===== src/rtl/nor_async_seq.sv =====
module nor_async_seq #(
  parameter int AW  = 26,
  parameter int DW  = 16,
  parameter int ASW = 4,
  parameter int DSW = 8,
  parameter int GW  = 4
) (
  input  logic           clk,
  input  logic           rst_n,
  input  logic           req_valid,
  input  logic           req_write,
  input  logic [AW-1:0]  req_addr,
  input  logic [DW-1:0]  req_wdata,
  input  logic [ASW-1:0] rd_aset,
  input  logic [DSW-1:0] rd_dset,
  input  logic [ASW-1:0] wr_aset,
  input  logic [DSW-1:0] wr_dset,
  input  logic [GW-1:0]  turn_gap,
  output logic           req_ready,
  output logic           done,
  output logic [DW-1:0]  rdata,
  output logic [AW-1:0]  mem_addr,
  output logic           mem_ce_n,
  output logic           mem_adv_n,
  output logic           mem_oe_n,
  output logic           mem_we_n,
  output logic [DW-1:0]  mem_dq_out,
  output logic           mem_dq_oe,
  input  logic [DW-1:0]  mem_dq_in
);
  localparam int CW = DSW + 1;

  typedef enum logic [1:0] {S_IDLE, S_ADDR, S_DATA} st_t;
  st_t st;

  logic [CW-1:0] cnt, dlen;
  logic [GW-1:0] gap_cnt, gap_len;
  logic          wr_q;

  wire [ASW-1:0] a_sel = req_write ? wr_aset : rd_aset;
  wire [DSW-1:0] d_sel = req_write ? wr_dset : rd_dset;
  wire [ASW-1:0] a_eff = (a_sel == '0) ? ASW'(1) : a_sel;
  wire [CW-1:0]  d_eff = ((d_sel == '0) ? CW'(1) : CW'(d_sel)) + CW'(req_write);
  wire [GW-1:0]  g_eff = (turn_gap == '0) ? GW'(1) : turn_gap;

  assign req_ready = (st == S_IDLE) && (gap_cnt == '0);
  wire   accept    = req_ready && req_valid;

  assign mem_ce_n  = (st == S_IDLE);
  assign mem_adv_n = (st != S_ADDR);
  assign mem_oe_n  = !((st == S_DATA) && !wr_q);
  assign mem_we_n  = !((st == S_DATA) && wr_q);
  assign mem_dq_oe = (st != S_IDLE) && wr_q;

  always_ff @(posedge clk or negedge rst_n) begin
    if (!rst_n) begin
      st         <= S_IDLE;
      cnt        <= '0;
      dlen       <= '0;
      gap_cnt    <= '0;
      gap_len    <= '0;
      wr_q       <= 1'b0;
      done       <= 1'b0;
      rdata      <= '0;
      mem_addr   <= '0;
      mem_dq_out <= '0;
    end else begin
      done <= 1'b0;
      case (st)
        S_IDLE: begin
          if (gap_cnt != '0) gap_cnt <= gap_cnt - GW'(1);
          if (accept) begin
            st         <= S_ADDR;
            cnt        <= CW'(a_eff) - CW'(1);
            dlen       <= d_eff;
            gap_len    <= g_eff;
            wr_q       <= req_write;
            mem_addr   <= req_addr;
            mem_dq_out <= req_wdata;
          end
        end
        S_ADDR: begin
          if (cnt == '0) begin
            st  <= S_DATA;
            cnt <= dlen - CW'(1);
          end else begin
            cnt <= cnt - CW'(1);
          end
        end
        S_DATA: begin
          if (cnt == '0) begin
            st      <= S_IDLE;
            gap_cnt <= gap_len - GW'(1);
            done    <= 1'b1;
            if (!wr_q) rdata <= mem_dq_in;
          end else begin
            cnt <= cnt - CW'(1);
          end
        end
        default: st <= S_IDLE;
      endcase
    end
  end
endmodule


===== config.mk =====
export PLATFORM = sky130hd
export DESIGN_NAME = nor_async_seq
export DESIGN_NICKNAME = d
export VERILOG_FILES = /design/src/rtl/nor_async_seq.sv
export SDC_FILE = /design/constraint.sdc
export NUM_CORES = 1
export LEC_CHECK = 0
export BUFFER_PORTS_ARGS = -buffer_cell sky130_fd_sc_hd__buf_2
export CAP_MARGIN = 20
export CORE_MARGIN = 3
export CORE_UTILIZATION = 50
export DETAILED_ROUTE_END_ITERATION = 8
export PLACE_DENSITY = 0.9
export SLEW_MARGIN = 15
export SYNTH_ARGS = -nofsm -noshare
export SYNTH_HDL_FRONTEND = slang
export SYNTH_SLANG_ARGS = --single-unit

===== constraint.sdc =====
create_clock -name clk -period 3.6 [get_ports clk]
set_clock_uncertainty 0.05 [all_clocks]
set_input_delay 0.36 -clock clk [delete_from_list [all_inputs] [get_ports clk]]
set_output_delay 0.36 -clock clk [all_outputs]
set_load 0.005 [all_outputs]

# [Word-level counts from Yosys, hierarchy flattened]
# Index checks and enable logic that the tools add are counted.
[op_classes] n_addsub=6 eq_ne=8 bitwise=1 n_reduce_logical=23 mux=18
[op_table] op="9-bit 2-to-1 mux" n=3
[op_table] op="9-bit one-hot mux with 3 select lines" n=1
[op_table] op="4-bit 2-to-1 mux" n=5
[op_table] op="9-bit by 1-bit subtractor with 9-bit output (second input constant)" n=2
[op_table] op="8-bit 2-to-1 mux" n=2
[op_table] op="4-bit zero test" n=3
[op_table] op="3-bit AND reduction" n=4
[op_table] op="8-bit by 1-bit adder with 9-bit output" n=1
[op_table] op="9-bit zero test" n=1
[op_table] op="8-bit zero test" n=1
[op_table] op="2-bit by 1-bit inequality test with 1-bit output (second input constant)" n=4
[op_table] op="4-bit one-hot mux with 2 select lines" n=1
[op_table] op="4-bit by 1-bit subtractor with 4-bit output (second input constant)" n=2
[op_table] op="2-bit 2-to-1 mux" n=3
[op_table] op="2-bit one-hot mux with 3 select lines" n=1
[op_table] op="1-bit logical AND" n=5
[op_table] op="4-bit by 1-bit subtractor with 5-bit output (second input constant)" n=1
[op_table] op="2-bit inequality test (second input constant)" n=2
[op_table] op="2-bit nonzero test" n=2
[op_table] op="4-bit nonzero test" n=1
[op_table] op="1-bit zero test" n=3
[op_table] op="3-bit nonzero test" n=1
[op_table] op="2-bit by 1-bit == test with 1-bit output (second input constant)" n=1
[op_table] op="2-bit == test (second input constant)" n=1
[op_table] op="4 further kinds" n=5
[word_totals] inputBits=90 word_cells=66 reg_bits=88 out_inout_bits=65

# [Depth between registers and ports, before layout]
# Gate-level depths: netlist (run 1).
[depth] ltp_word=6 mapped_depth=11 ltp_nobuf=9

# [Worst setup path before layout (run 1)]
# No wires, ideal clock.
[synth_path] path_type="input port to flip-flop" start="input port req_write" end="register cnt[6]" t_arrival_ns=2.645 stages=9 path_buffers=2 path_slack_ns=0.784 setup_time_ns=0.121 required_time_ns=3.429 path_cell_list="clkbuf_1 clkbuf_1 mux2i_1 a22oi_1 ha_1 nor2b_1 a2111oi_0 o41ai_1 o22a_1"
[synth_via] elab_chain_cells=6
[synth_rtl] element="from (decl)" line="11" text="input logic req_write,"
[synth_rtl] element="4-bit 2-to-1 mux *" line="40" text="wire [ASW-1:0] a_sel = req_write ? wr_aset : rd_aset;"
[synth_rtl] element="4-bit zero test" line="42" text="wire [ASW-1:0] a_eff = (a_sel == '0) ? ASW'(1) : a_sel;"
[synth_rtl] element="4-bit 2-to-1 mux *" line="42"
[synth_rtl] element="4-bit by 1-bit subtractor with 5-bit output *" line="74" text="cnt <= CW'(a_eff) - CW'(1);"
[synth_rtl] element="9-bit 2-to-1 mux *" line="72" text="if (accept) begin"
[synth_rtl] element="9-bit one-hot mux with 3 select lines *" line="69" text="case (st)"
[synth_rtl] element="to (signal assigned)" line="74"
[synth_rtl] element="to (signal assigned)" line="85" text="cnt <= dlen - CW'(1);"
[synth_rtl] element="to (signal assigned)" line="87" text="cnt <= cnt - CW'(1);"
[synth_rtl] element="to (decl)" line="36" text="logic [CW-1:0] cnt, dlen;"
# Mark *: on every way between the ends. The rest lies on a longest branch, timed or not. The select of a mux whose other input is x is not followed.
# A chain may end at the register's enable or synchronous reset.

# [Final worst setup path (run 1)]
# Ends and elaborated chain as after synthesis.

==> results of run 1 <==
[area by class of cell]
type / instances / area (µm²) / area share, %
clock buffers: 10 / 138 / 2.50
inverters: 13 / 48.8 / 0.887
well taps: 105 / 131 / 2.39
clock inverters: 6 / 72.6 / 1.32
multi-input cells: 258 / 2110 / 38.3
repair buffers: 157 / 800 / 14.5
flip-flops and latches: 88 / 2200 / 40.0
[flip-flops by register name (all words and copies together), names as in the netlist]
register and count:
st 2, dlen 9, mem_addr 26, wr_q 1, gap_cnt 4, done 1
gap_len 4, cnt 9, mem_dq_out 16, rdata 16
[cells in the final DEF (no fill, tap or decap), types with 2 or more instances in the layout]
master / n
ha_1: 11
a21o_1: 3
mux2i_1: 13
nand3_1: 7
inv_6: 2
o21ai_0: 14
nor2_1: 13
nand3b_1: 2
o31ai_1: 4
or2_2: 2
a21oi_1: 14
o22ai_1: 4
xor2_1: 6
a31oi_1: 4
o22a_1: 2
nand2_1: 21
or3_1: 3
a211oi_1: 3
dfrtp_1: 88
o21a_1: 2
nand2b_1: 5
o41ai_1: 2
o32ai_1: 2
or4_1: 2
nor3_1: 7
inv_1: 12
clkbuf_8: 10
xnor2_1: 12
buf_2: 153
nor2b_1: 3
buf_4: 3
mux2_4: 10
mux2_2: 54
nor4_1: 5
[path summary, 6_finish.rpt]
kind                                         from                      to  slack [ps]  depth (start not counted)
setup / recovery                        req_write      cnt[6]$_DFFE_PN0P_         950                          8
hold / removal                              rst_n   rdata[14]$_DFFE_PN0P_          -3                          1
setup reg to reg                st[0]$_DFFE_PN0P_  gap_cnt[0]$_DFFE_PN0P_        1000                          6
hold reg to reg            gap_len[0]$_DFFE_PN0P_  gap_len[0]$_DFFE_PN0P_         440                          2
max in group asynchronous                   rst_n     dlen[6]$_DFFE_PN0P_        2940                          1
min in group clk                     mem_dq_in[9]    rdata[9]$_DFFE_PN0P_         190                          2
[power by group]
group	total, mW	switching (mW)	internal [mW]
registers	1.66	0.287	1.37
logic	1.38	0.636	0.748
clock network	0.711	0.361	0.350
[layer usage]
metal	wire, µm	global-route usage [%]	up-vias
li1	-	-	1668
met1	3860	25.1	1718
met2	5330	35.6	143
met3	833	5.35	12
met4	130	7.46	0
met5	0	0	-
[cell families (layout without fill, tap and decap cells)]
| family | Yosys count | after routing | synth area share, % |
|---|---|---|---|
| flip-flops | 88 | 88 | 49.6 |
| AND/OR/NAND/NOR | 84 | 84 | 10.3 |
| multiplexers | 77 | 77 | 20.0 |
| AO/OA/AOI/OAI | 68 | 68 | 10.5 |
| buffers and inverters | 30 | 186 | 2.93 |
| XOR/XNOR | 18 | 18 | 3.55 |
| adder cells (fa/ha/maj) | 11 | 11 | 3.10 |
[per-stage QoR]
stage / util [%] / total power [mW] / std cells / instance area (µm²) / hold WS [ps]
floorplan: - / 2.52 / 376 / 4440 / 14.4
global placement: 62.8 / 2.98 / 621 / 5290 / 419
detailed placement: 62.8 / 3.07 / 621 / 5290 / 424
CTS: 65.3 / 3.79 / 637 / 5500 / 170
global route: 65.3 / 4.04 / 637 / 5500 / 46.4
finish: 65.3 / 3.75 / 637 / 5500 / -2.83
[worst max-delay path, stage by stage]
cell	delay [ps]
buf_2	280
o32ai_1	520
a22oi_1	200
ha_1	240
nor2b_1	150
a2111oi_0	710
o41ai_1	190
o22a_1	200
==> run_summary.xml, run 1 <==
<?xml version="1.0" encoding="UTF-8"?>
<metrics>
  <group name="outcome">
    <metric name="status" unit="">finished with violations</metric>
    <metric name="failed_checks" unit="">hold timing</metric>
  </group>
  <group name="floorplan">
    <metric name="coreArea" unit="mm²">0.00842</metric>
    <metric name="floorplan.initialDensity" unit="%">52.7</metric>
    <metric name="row_count" unit="">33</metric>
    <metric name="fp.dieH" unit="µm">100</metric>
    <metric name="ioPinCount" unit="">155</metric>
    <metric name="floorplan.die.width" unit="µm">100</metric>
    <metric name="design.die.area" unit="mm²">0.0100</metric>
  </group>
  <group name="timing">
    <metric name="setup_violation_total_in_the_final_timing_report" unit="">0</metric>
    <metric name="report.final.slew_viol_count" unit="">0</metric>
    <metric name="fin_crit" unit="ps">2650</metric>
    <metric name="grt_setup_unrepaired" unit="">false</metric>
    <metric name="postLayoutSetupSlackWorst" unit="ps">947</metric>
    <metric name="post-route-period-util" unit="%">73.7</metric>
    <metric name="hold_ws" unit="ps">-2.83</metric>
    <metric name="timing.final.hold_violations" unit="">5</metric>
    <metric name="timing_worst_slew_pin_value" unit="ps">873</metric>
    <metric name="max-slew-margin-rel" unit="%">41.8</metric>
    <metric name="fin_tns_setup" unit="ps">0</metric>
    <metric name="fmax" unit="MHz">377</metric>
  </group>
  <group name="cells_and_area">
    <metric name="fraction_of_layout_cells_with_a_size_suffix_above_1" unit="%">46.8</metric>
    <metric name="final.fill_count" unit="">699</metric>
    <metric name="layout-area-overhead-vs-synth" unit="%">23.9</metric>
    <metric name="antenna-diode-count" unit="">0</metric>
    <metric name="final_nets" unit="">628</metric>
  </group>
  <group name="drt">
    <metric name="drt_via_density" unit="">5.56</metric>
    <metric name="wirelength" unit="µm">10200</metric>
    <metric name="vias" unit="">3541</metric>
    <metric name="drc" unit="">0</metric>
    <metric name="wire_per_inst" unit="µm">15.9</metric>
    <metric name="dr.first_iter.drc_count" unit="">116</metric>
    <metric name="drt.antenna.violating_nets" unit="">0</metric>
    <metric name="detailed_routing_iterations_pass_1" unit="">4</metric>
  </group>
  <group name="yosys">
    <metric name="postSynthNetCount" unit="">477</metric>
    <metric name="synthArstFlopShare" unit="%">100</metric>
    <metric name="syn-instance-count" unit="">376</metric>
    <metric name="post_synth_top_area_share" unit="%">49.6</metric>
    <metric name="ys_types" unit="">61</metric>
    <metric name="synth_commonest_cells" unit="">dfrtp_1 (88), mux2_2 (54), nand2_1 (22), a21oi_1 (14), o21ai_0 (14)</metric>
    <metric name="synth.yosys.warnings" unit="">0</metric>
    <metric name="synth_edf_count" unit="">0</metric>
    <metric name="most_frequently_used_flop_master_after_synthesis" unit="">dfrtp_1</metric>
    <metric name="synth_area_leaders" unit="">dfrtp_1 (50%), mux2_2 (14%), mux2_4 (3.4%)</metric>
    <metric name="synth_most_common_cell" unit="">dfrtp_1</metric>
    <metric name="ys_seq_area_share" unit="%">49.6</metric>
    <metric name="synth_seq_cells" unit="">88</metric>
    <metric name="synth_top_area_cell" unit="">dfrtp_1</metric>
    <metric name="syn-mean-instance-area" unit="µm²">11.8</metric>
    <metric name="syn-cell-area" unit="mm²">0.00444</metric>
  </group>
  <group name="grt">
    <metric name="grt_max_degree" unit="">89</metric>
    <metric name="grt_antenna_before_repair" unit="">0</metric>
    <metric name="overall_routing_resource_usage" unit="%">20.7</metric>
    <metric name="global_route.overflow_total" unit="">0</metric>
    <metric name="grt_first_pass_wirelength" unit="µm">16900</metric>
    <metric name="number_of_global_route_vias_before_repair" unit="">3652</metric>
  </group>
  <group name="worst_setup_path">
    <metric name="crit_required" unit="ps">3780</metric>
    <metric name="worstSetupEndpointType" unit="">register</metric>
    <metric name="critical_path.startpoint_type" unit="">input port</metric>
    <metric name="worstSetupPathType" unit="">in2reg</metric>
    <metric name="crit_fanout" unit="">28</metric>
    <metric name="worstPathArrival" unit="ps">2840</metric>
  </group>
  <group name="clocking">
    <metric name="cts_inserted_buffers" unit="">9</metric>
    <metric name="cts.sinks" unit="">88</metric>
    <metric name="cts.root.buffer_cell" unit="">clkbuf_8</metric>
    <metric name="max-clock-path-buffers" unit="">2</metric>
    <metric name="clk_pin_slew" unit="ps">100</metric>
    <metric name="cts_hold_buf" unit="">0</metric>
    <metric name="cts_tree" unit="">done</metric>
    <metric name="clock_latency" unit="ps">340</metric>
    <metric name="post-cts-setup-buffer-count" unit="">0</metric>
    <metric name="post_cts.resized_instances" unit="">0</metric>
    <metric name="cts_max_level" unit="">3</metric>
  </group>
  <group name="pwr">
    <metric name="vdd_drop_max" unit="V">0.000429</metric>
    <metric name="power.leakage" unit="nW">2.69</metric>
    <metric name="power_density" unit="mW/mm²">682</metric>
  </group>
  <group name="placed_design">
    <metric name="dp_hpwl" unit="µm">7790</metric>
    <metric name="global_placer_s_final_weighted_congestion" unit="">0.919</metric>
    <metric name="port-buffer-count" unit="">154</metric>
    <metric name="pre_cts_slack" unit="ps">588</metric>
  </group>
  <group name="hold_path">
    <metric name="hold_class" unit="">in2async</metric>
  </group>
  <group name="run">
    <metric name="timing.max_cap.violations" unit="">0</metric>
  </group>
</metrics>
(Power assumes the default switching activity.)
==> run 2: changes to the inputs <==
--- a/config.mk
+++ b/config.mk
@@ -8,9 +8,9 @@
 export BUFFER_PORTS_ARGS = -buffer_cell sky130_fd_sc_hd__buf_2
 export CAP_MARGIN = 20
 export CORE_MARGIN = 3
-export CORE_UTILIZATION = 50
+export CORE_UTILIZATION = 45
 export DETAILED_ROUTE_END_ITERATION = 8
-export PLACE_DENSITY = 0.9
+export PLACE_DENSITY = 0.86
 export SLEW_MARGIN = 15
 export SYNTH_ARGS = -nofsm -noshare
 export SYNTH_HDL_FRONTEND = slang
==> constraint.sdc (replaced) <==
create_clock -name clk -period 2.15 [get_ports clk]
set_clock_uncertainty 0.05 [all_clocks]
set_input_delay 0.215 -clock clk [delete_from_list [all_inputs] [get_ports clk]]
set_output_delay 0.215 -clock clk [all_outputs]
set_load 0.005 [all_outputs]
==> run_summary.xml, run 2 (same netlist as run 1, synthesis figures left out) <==
<?xml version="1.0" encoding="UTF-8"?>
<metrics>
  <group name="outcome">
    <metric name="status" unit="">finished with violations</metric>
    <metric name="failed_checks" unit="">setup timing</metric>
  </group>
  <group name="placed_design">
    <metric name="global_placer_s_final_weighted_congestion" unit="">0.919</metric>
    <metric name="place.detailed.instances" unit="">675</metric>
    <metric name="pre_cts_slack" unit="ps">-55.2</metric>
    <metric name="port-buffer-count" unit="">154</metric>
    <metric name="dp_hpwl" unit="µm">8680</metric>
    <metric name="placed_instance_area" unit="mm²">0.00563</metric>
  </group>
  <group name="worst_setup_path">
    <metric name="timing.critical_path.slowest_stage_cell" unit="">or4b_4</metric>
    <metric name="cp_slowest_stage_delay" unit="ps">500</metric>
    <metric name="worstPathArrival" unit="ps">2430</metric>
    <metric name="crit_fanout" unit="">4</metric>
    <metric name="crit_required" unit="ps">2390</metric>
    <metric name="worstSetupPathType" unit="">reg2reg</metric>
    <metric name="critical_path_buf_inv_count" unit="">2</metric>
    <metric name="critical_path.startpoint_type" unit="">register</metric>
    <metric name="worstSetupEndpointType" unit="">register</metric>
    <metric name="crit_path_cell_trace" unit="">inv_2 -&gt; ha_4 -&gt; or4b_4 -&gt; nor3_4 -&gt; buf_4 -&gt; a2111oi_4 -&gt; a2bb2oi_1 -&gt; o31a_1</metric>
    <metric name="path_delay_family" unit="">simple AND/OR/NAND/NOR gates</metric>
  </group>
  <group name="cells_and_area">
    <metric name="fin_util" unit="%">63.7</metric>
    <metric name="mostFrequentLayoutCell" unit="">buf_2</metric>
    <metric name="post_layout_nonfiller_instances" unit="">695</metric>
    <metric name="fraction_of_layout_cells_with_a_size_suffix_above_1" unit="%">54.1</metric>
    <metric name="final.fill_count" unit="">723</metric>
    <metric name="antenna-diode-count" unit="">0</metric>
    <metric name="top_flop_regs" unit="">mem_addr (26), mem_dq_out (16), rdata (16)</metric>
    <metric name="fin_area" unit="mm²">0.00600</metric>
    <metric name="mostFrequentLayoutCells" unit="">buf_2 (153), dfrtp_1 (88), mux2_2 (53)</metric>
    <metric name="largest_register_ff_count" unit="">26</metric>
    <metric name="final_nets" unit="">662</metric>
    <metric name="register_with_the_most_flip_flops" unit="">mem_addr</metric>
    <metric name="layout-area-overhead-vs-synth" unit="%">35.1</metric>
  </group>
  <group name="floorplan">
    <metric name="coreArea" unit="mm²">0.00942</metric>
    <metric name="ioPinCount" unit="">155</metric>
    <metric name="floorplan.die.width" unit="µm">105</metric>
    <metric name="floorplan.initialDensity" unit="%">47.1</metric>
    <metric name="design.die.area" unit="mm²">0.0111</metric>
    <metric name="fp.dieH" unit="µm">105</metric>
    <metric name="row_count" unit="">35</metric>
  </group>
  <group name="timing">
    <metric name="max-slew-margin-rel" unit="%">68.8</metric>
    <metric name="fin_tns_setup" unit="ps">-45.9</metric>
    <metric name="hold_ws" unit="ps">30.7</metric>
    <metric name="postLayoutSetupSlackWorst" unit="ps">-45.9</metric>
    <metric name="report.final.slew_viol_count" unit="">0</metric>
    <metric name="post-route-period-util" unit="%">102</metric>
    <metric name="fmax" unit="MHz">455</metric>
    <metric name="fin_crit" unit="ps">2200</metric>
    <metric name="setup_violation_total_in_the_final_timing_report" unit="">1</metric>
    <metric name="grt_setup_unrepaired" unit="">true</metric>
    <metric name="timing.final.hold_violations" unit="">0</metric>
    <metric name="timing_worst_slew_pin_value" unit="ps">461</metric>
  </group>
  <group name="pwr">
    <metric name="power.total" unit="mW">6.78</metric>
    <metric name="vdd_drop_max" unit="V">0.000800</metric>
    <metric name="power_density" unit="mW/mm²">1130</metric>
    <metric name="power.leakage" unit="nW">2.90</metric>
  </group>
  <group name="drt">
    <metric name="drc" unit="">0</metric>
    <metric name="dr.first_iter.drc_count" unit="">148</metric>
    <metric name="drt_via_density" unit="">5.40</metric>
    <metric name="wirelength" unit="µm">11400</metric>
    <metric name="wire_per_inst" unit="µm">16.4</metric>
    <metric name="detailed_routing_iterations_pass_1" unit="">6</metric>
    <metric name="vias" unit="">3756</metric>
    <metric name="drt.antenna.violating_nets" unit="">0</metric>
  </group>
  <group name="grt">
    <metric name="grt_first_pass_wirelength" unit="µm">18500</metric>
    <metric name="grt_max_degree" unit="">46</metric>
    <metric name="global_route.overflow_total" unit="">0</metric>
    <metric name="number_of_global_route_vias_before_repair" unit="">3895</metric>
    <metric name="grt_antenna_before_repair" unit="">0</metric>
    <metric name="overall_routing_resource_usage" unit="%">20.2</metric>
  </group>
  <group name="hold_path">
    <metric name="hold_class" unit="">in2reg</metric>
  </group>
  <group name="clocking">
    <metric name="cts.root.buffer_cell" unit="">clkbuf_8</metric>
    <metric name="cts_max_level" unit="">3</metric>
    <metric name="max-clock-path-buffers" unit="">2</metric>
    <metric name="cts_tree" unit="">done</metric>
    <metric name="clk_pin_slew" unit="ps">90</metric>
    <metric name="cts_inserted_buffers" unit="">9</metric>
    <metric name="cts.sinks" unit="">88</metric>
    <metric name="clock_latency" unit="ps">360</metric>
  </group>
  <group name="run">
    <metric name="timing.max_cap.violations" unit="">0</metric>
  </group>
</metrics>
run 2: cell count changes in the layout (fill, tap and decap cells not counted), sizes merged:
| cell | previous run | this run |
|---|---|---|
| dlygate4sd3 | 0 | 1 |
| clkbuf | 10 | 11 |
| buf | 157 | 190 |
| clkinvlp | 0 | 1 |
| inv | 15 | 13 |
run 2: path summary, 6_finish.rpt:
kind | start | depth (start not counted) | endpoint | slack, ps
max | cnt[0]$_DFFE_PN0P_ | 8 | cnt[5]$_DFFE_PN0P_ | -50
min | req_addr[19] | 2 | mem_addr[19]$_DFFE_PN0P_ | 30
max reg2reg | cnt[0]$_DFFE_PN0P_ | 8 | cnt[5]$_DFFE_PN0P_ | -50
min reg2reg | mem_dq_out[10]$_DFFE_PN0P_ | 1 | mem_dq_out[10]$_DFFE_PN0P_ | 460
max in group asynchronous | rst_n | 3 | dlen[2]$_DFFE_PN0P_ | 1120
min in group asynchronous | rst_n | 2 | rdata[5]$_DFFE_PN0P_ | 300
run 2: worst register-to-register path: stages (launching register included):
cell	delay, ps
dfrtp_1	400
inv_2	100
ha_4	130
or4b_4	510
nor3_4	310
buf_4	180
a2111oi_4	50
a2bb2oi_1	220
o31a_1	190
run 2: report_power, final:
group / internal [mW] / leakage, nW / switching (mW)
registers: 2.30 / 1.08 / 0.485
logic: 1.55 / 1.72 / 1.28
clock network: 0.578 / 0.100 / 0.596
total: 4.42 / 2.90 / 2.36
run 2: layout make-up:
class	count	area [µm²]	area share (%)
clock buffers	11	141	2.36
clock inverters	5	63.8	1.06
inverters	13	48.8	0.814
flip-flops and latches	88	2200	36.7
well taps	129	161	2.69
multi-input cells	258	2290	38.1
repair buffers	191	1090	18.3
run 2: timing repair:
item	4_1_cts	5_1_grt
pin swaps	0	2
setup endpoints to repair	12	29
buffers inserted	0	3
hold endpoints to repair	33	0
resized for setup	3	22
hold buffers	1	0
run 2: metal layers:
metal | vias to the layer above | GRT usage, % | part of all wire [%]
met5 | - | 0 | 0
met4 | 0 | 7.78 | 2.3
met3 | 27 | 3.80 | 5.9
met2 | 148 | 36.3 | 55
met1 | 1841 | 23.8 | 37
li1 | 1740 | - | -
==> run 3: changes to the inputs <==
--- a/config.mk
+++ b/config.mk
@@ -15,3 +15,4 @@
 export SYNTH_ARGS = -nofsm -noshare
 export SYNTH_HDL_FRONTEND = slang
 export SYNTH_SLANG_ARGS = --single-unit
+export TNS_END_PERCENT = 5
==> run_summary.xml, run 3 (same netlist as run 1, synthesis figures left out) <==
<?xml version="1.0" encoding="UTF-8"?>
<metrics>
  <group name="outcome">
    <metric name="status" unit="">completed</metric>
  </group>
  <group name="drt">
    <metric name="detailed_routing_iterations_pass_1" unit="">4</metric>
    <metric name="wire_per_inst" unit="µm">16.0</metric>
    <metric name="drc" unit="">0</metric>
    <metric name="dr.first_iter.drc_count" unit="">145</metric>
    <metric name="drt.antenna.violating_nets" unit="">0</metric>
    <metric name="vias" unit="">3696</metric>
    <metric name="drt_via_density" unit="">5.33</metric>
    <metric name="wirelength" unit="µm">11100</metric>
  </group>
  <group name="worst_setup_path">
    <metric name="cp_slowest_stage_delay" unit="ps">500</metric>
    <metric name="crit_required" unit="ps">2340</metric>
    <metric name="crit_fanout" unit="">16</metric>
    <metric name="worstSetupEndpointType" unit="">register</metric>
    <metric name="critical_path_buf_inv_count" unit="">2</metric>
    <metric name="timing.critical_path.slowest_stage_cell" unit="">or4b_4</metric>
    <metric name="crit_path_cell_trace" unit="">inv_1 -&gt; ha_1 -&gt; or4b_4 -&gt; or3_4 -&gt; buf_12 -&gt; mux2_4</metric>
    <metric name="path_delay_family" unit="">simple AND/OR/NAND/NOR gates</metric>
    <metric name="critical_path.startpoint_type" unit="">register</metric>
    <metric name="worstPathArrival" unit="ps">2330</metric>
    <metric name="worstSetupPathType" unit="">reg2reg</metric>
  </group>
  <group name="cells_and_area">
    <metric name="top_flop_regs" unit="">mem_addr (26), mem_dq_out (16), rdata (16)</metric>
    <metric name="mostFrequentLayoutCells" unit="">buf_2 (153), dfrtp_1 (88), mux2_2 (54)</metric>
    <metric name="post_layout_nonfiller_instances" unit="">693</metric>
    <metric name="register_with_the_most_flip_flops" unit="">mem_addr</metric>
    <metric name="layout-area-overhead-vs-synth" unit="%">34.2</metric>
    <metric name="fraction_of_layout_cells_with_a_size_suffix_above_1" unit="%">52.7</metric>
    <metric name="final_nets" unit="">660</metric>
    <metric name="antenna-diode-count" unit="">0</metric>
    <metric name="mostFrequentLayoutCell" unit="">buf_2</metric>
    <metric name="largest_register_ff_count" unit="">26</metric>
  </group>
  <group name="timing">
    <metric name="setup_violation_total_in_the_final_timing_report" unit="">0</metric>
    <metric name="timing.final.hold_violations" unit="">0</metric>
    <metric name="fmax" unit="MHz">466</metric>
    <metric name="fin_crit" unit="ps">2150</metric>
    <metric name="hold_ws" unit="ps">45.3</metric>
    <metric name="post-route-period-util" unit="%">99.8</metric>
    <metric name="report.final.slew_viol_count" unit="">0</metric>
    <metric name="max-slew-margin-rel" unit="%">67.0</metric>
    <metric name="postLayoutSetupSlackWorst" unit="ps">4.01</metric>
    <metric name="timing_worst_slew_pin_value" unit="ps">495</metric>
    <metric name="grt_setup_unrepaired" unit="">true</metric>
  </group>
  <group name="pwr">
    <metric name="power_density" unit="mW/mm²">1130</metric>
    <metric name="power.leakage" unit="nW">2.88</metric>
    <metric name="power.total" unit="mW">6.73</metric>
    <metric name="vdd_drop_max" unit="V">0.000707</metric>
  </group>
  <group name="floorplan">
    <metric name="ioPinCount" unit="">155</metric>
    <metric name="fp.dieH" unit="µm">105</metric>
    <metric name="coreArea" unit="mm²">0.00942</metric>
    <metric name="design.die.area" unit="mm²">0.0111</metric>
    <metric name="floorplan.die.width" unit="µm">105</metric>
    <metric name="row_count" unit="">35</metric>
    <metric name="floorplan.initialDensity" unit="%">47.1</metric>
  </group>
  <group name="placed_design">
    <metric name="port-buffer-count" unit="">154</metric>
    <metric name="global_placer_s_final_weighted_congestion" unit="">0.938</metric>
    <metric name="pre_cts_slack" unit="ps">-148</metric>
    <metric name="place.detailed.instances" unit="">676</metric>
    <metric name="dp_hpwl" unit="µm">8560</metric>
  </group>
  <group name="clocking">
    <metric name="cts_max_level" unit="">3</metric>
    <metric name="max-clock-path-buffers" unit="">2</metric>
    <metric name="cts.root.buffer_cell" unit="">clkbuf_8</metric>
    <metric name="clk_pin_slew" unit="ps">90</metric>
    <metric name="cts.sinks" unit="">88</metric>
    <metric name="cts_tree" unit="">done</metric>
    <metric name="clock_latency" unit="ps">340</metric>
    <metric name="post-cts-setup-buffer-count" unit="">0</metric>
    <metric name="cts_inserted_buffers" unit="">9</metric>
  </group>
  <group name="grt">
    <metric name="grt_antenna_before_repair" unit="">0</metric>
    <metric name="number_of_global_route_vias_before_repair" unit="">3851</metric>
    <metric name="grt_first_pass_wirelength" unit="µm">18200</metric>
    <metric name="global_route.overflow_total" unit="">0</metric>
    <metric name="grt_max_degree" unit="">52</metric>
    <metric name="overall_routing_resource_usage" unit="%">20.0</metric>
  </group>
  <group name="hold_path">
    <metric name="hold_class" unit="">in2reg</metric>
  </group>
  <group name="run">
    <metric name="timing.max_cap.violations" unit="">0</metric>
  </group>
</metrics>
run 3: where the power goes:
part / total [mW] / internal (mW) / leakage, nW / switching, mW
Sequential: 2.77 / 2.30 / 1.08 / 0.475
Clock: 1.29 / 0.698 / 0.115 / 0.591
Combinational: 2.67 / 1.46 / 1.69 / 1.21
run 3: area by class of cell:
type                            instances  area (µm²)
Inverter                               13        48.8
Timing Repair Buffer                  189        1080
Tap cell                              129         161
Multi-Input combinational cell        258        2240
Clock buffer                           11         141
Sequential cell                        88        2200
Fill cell                             757        3460
Clock inverter                          5        86.3
run 3: path summary, 6_finish.rpt:
| path | startpoint | end | slack, ps | depth (start not counted) |
|---|---|---|---|---|
| worst min register to register | mem_addr[17]$_DFFE_PN0P_ | mem_addr[17]$_DFFE_PN0P_ | 450 | 1 |
| worst max-delay path | cnt[0]$_DFFE_PN0P_ | rdata[15]$_DFFE_PN0P_ | 4 | 6 |
| worst max register to register | cnt[0]$_DFFE_PN0P_ | rdata[15]$_DFFE_PN0P_ | 4 | 6 |
| max in group asynchronous | rst_n | mem_addr[21]$_DFFE_PN0P_ | 1070 | 3 |
| worst min-delay path | req_addr[4] | mem_addr[4]$_DFFE_PN0P_ | 50 | 2 |
| min in group asynchronous | rst_n | rdata[3]$_DFFE_PN0P_ | 340 | 2 |
run 3: timing repair:
item                                   in CTS  in global routing
hold buffers                                1                  0
setup endpoints to repair                  13                 34
gates resized for setup                     3                 13
endpoints found under the hold margin      37                  0
run 3: metal layers:
| layer | vias up | global-route usage, % | routed length (µm) |
|---|---|---|---|
| met5 | - | 0 | 0 |
| met4 | 0 | 6.09 | 216 |
| met2 | 132 | 36.8 | 5980 |
| li1 | 1737 | - | - |
| met1 | 1803 | 23.0 | 4270 |
| met3 | 24 | 4.47 | 616 |
run 3: through the flow:
stage	setup TNS, ps	cell area (µm²)	utilization [%]
after global routing	-275	5960	63.3
after detailed placement	-609	5630	59.8
after floorplan	-262	4500	-
after global placement	0	5630	59.8
after CTS	0	5890	62.5
final	0	5960	63.3
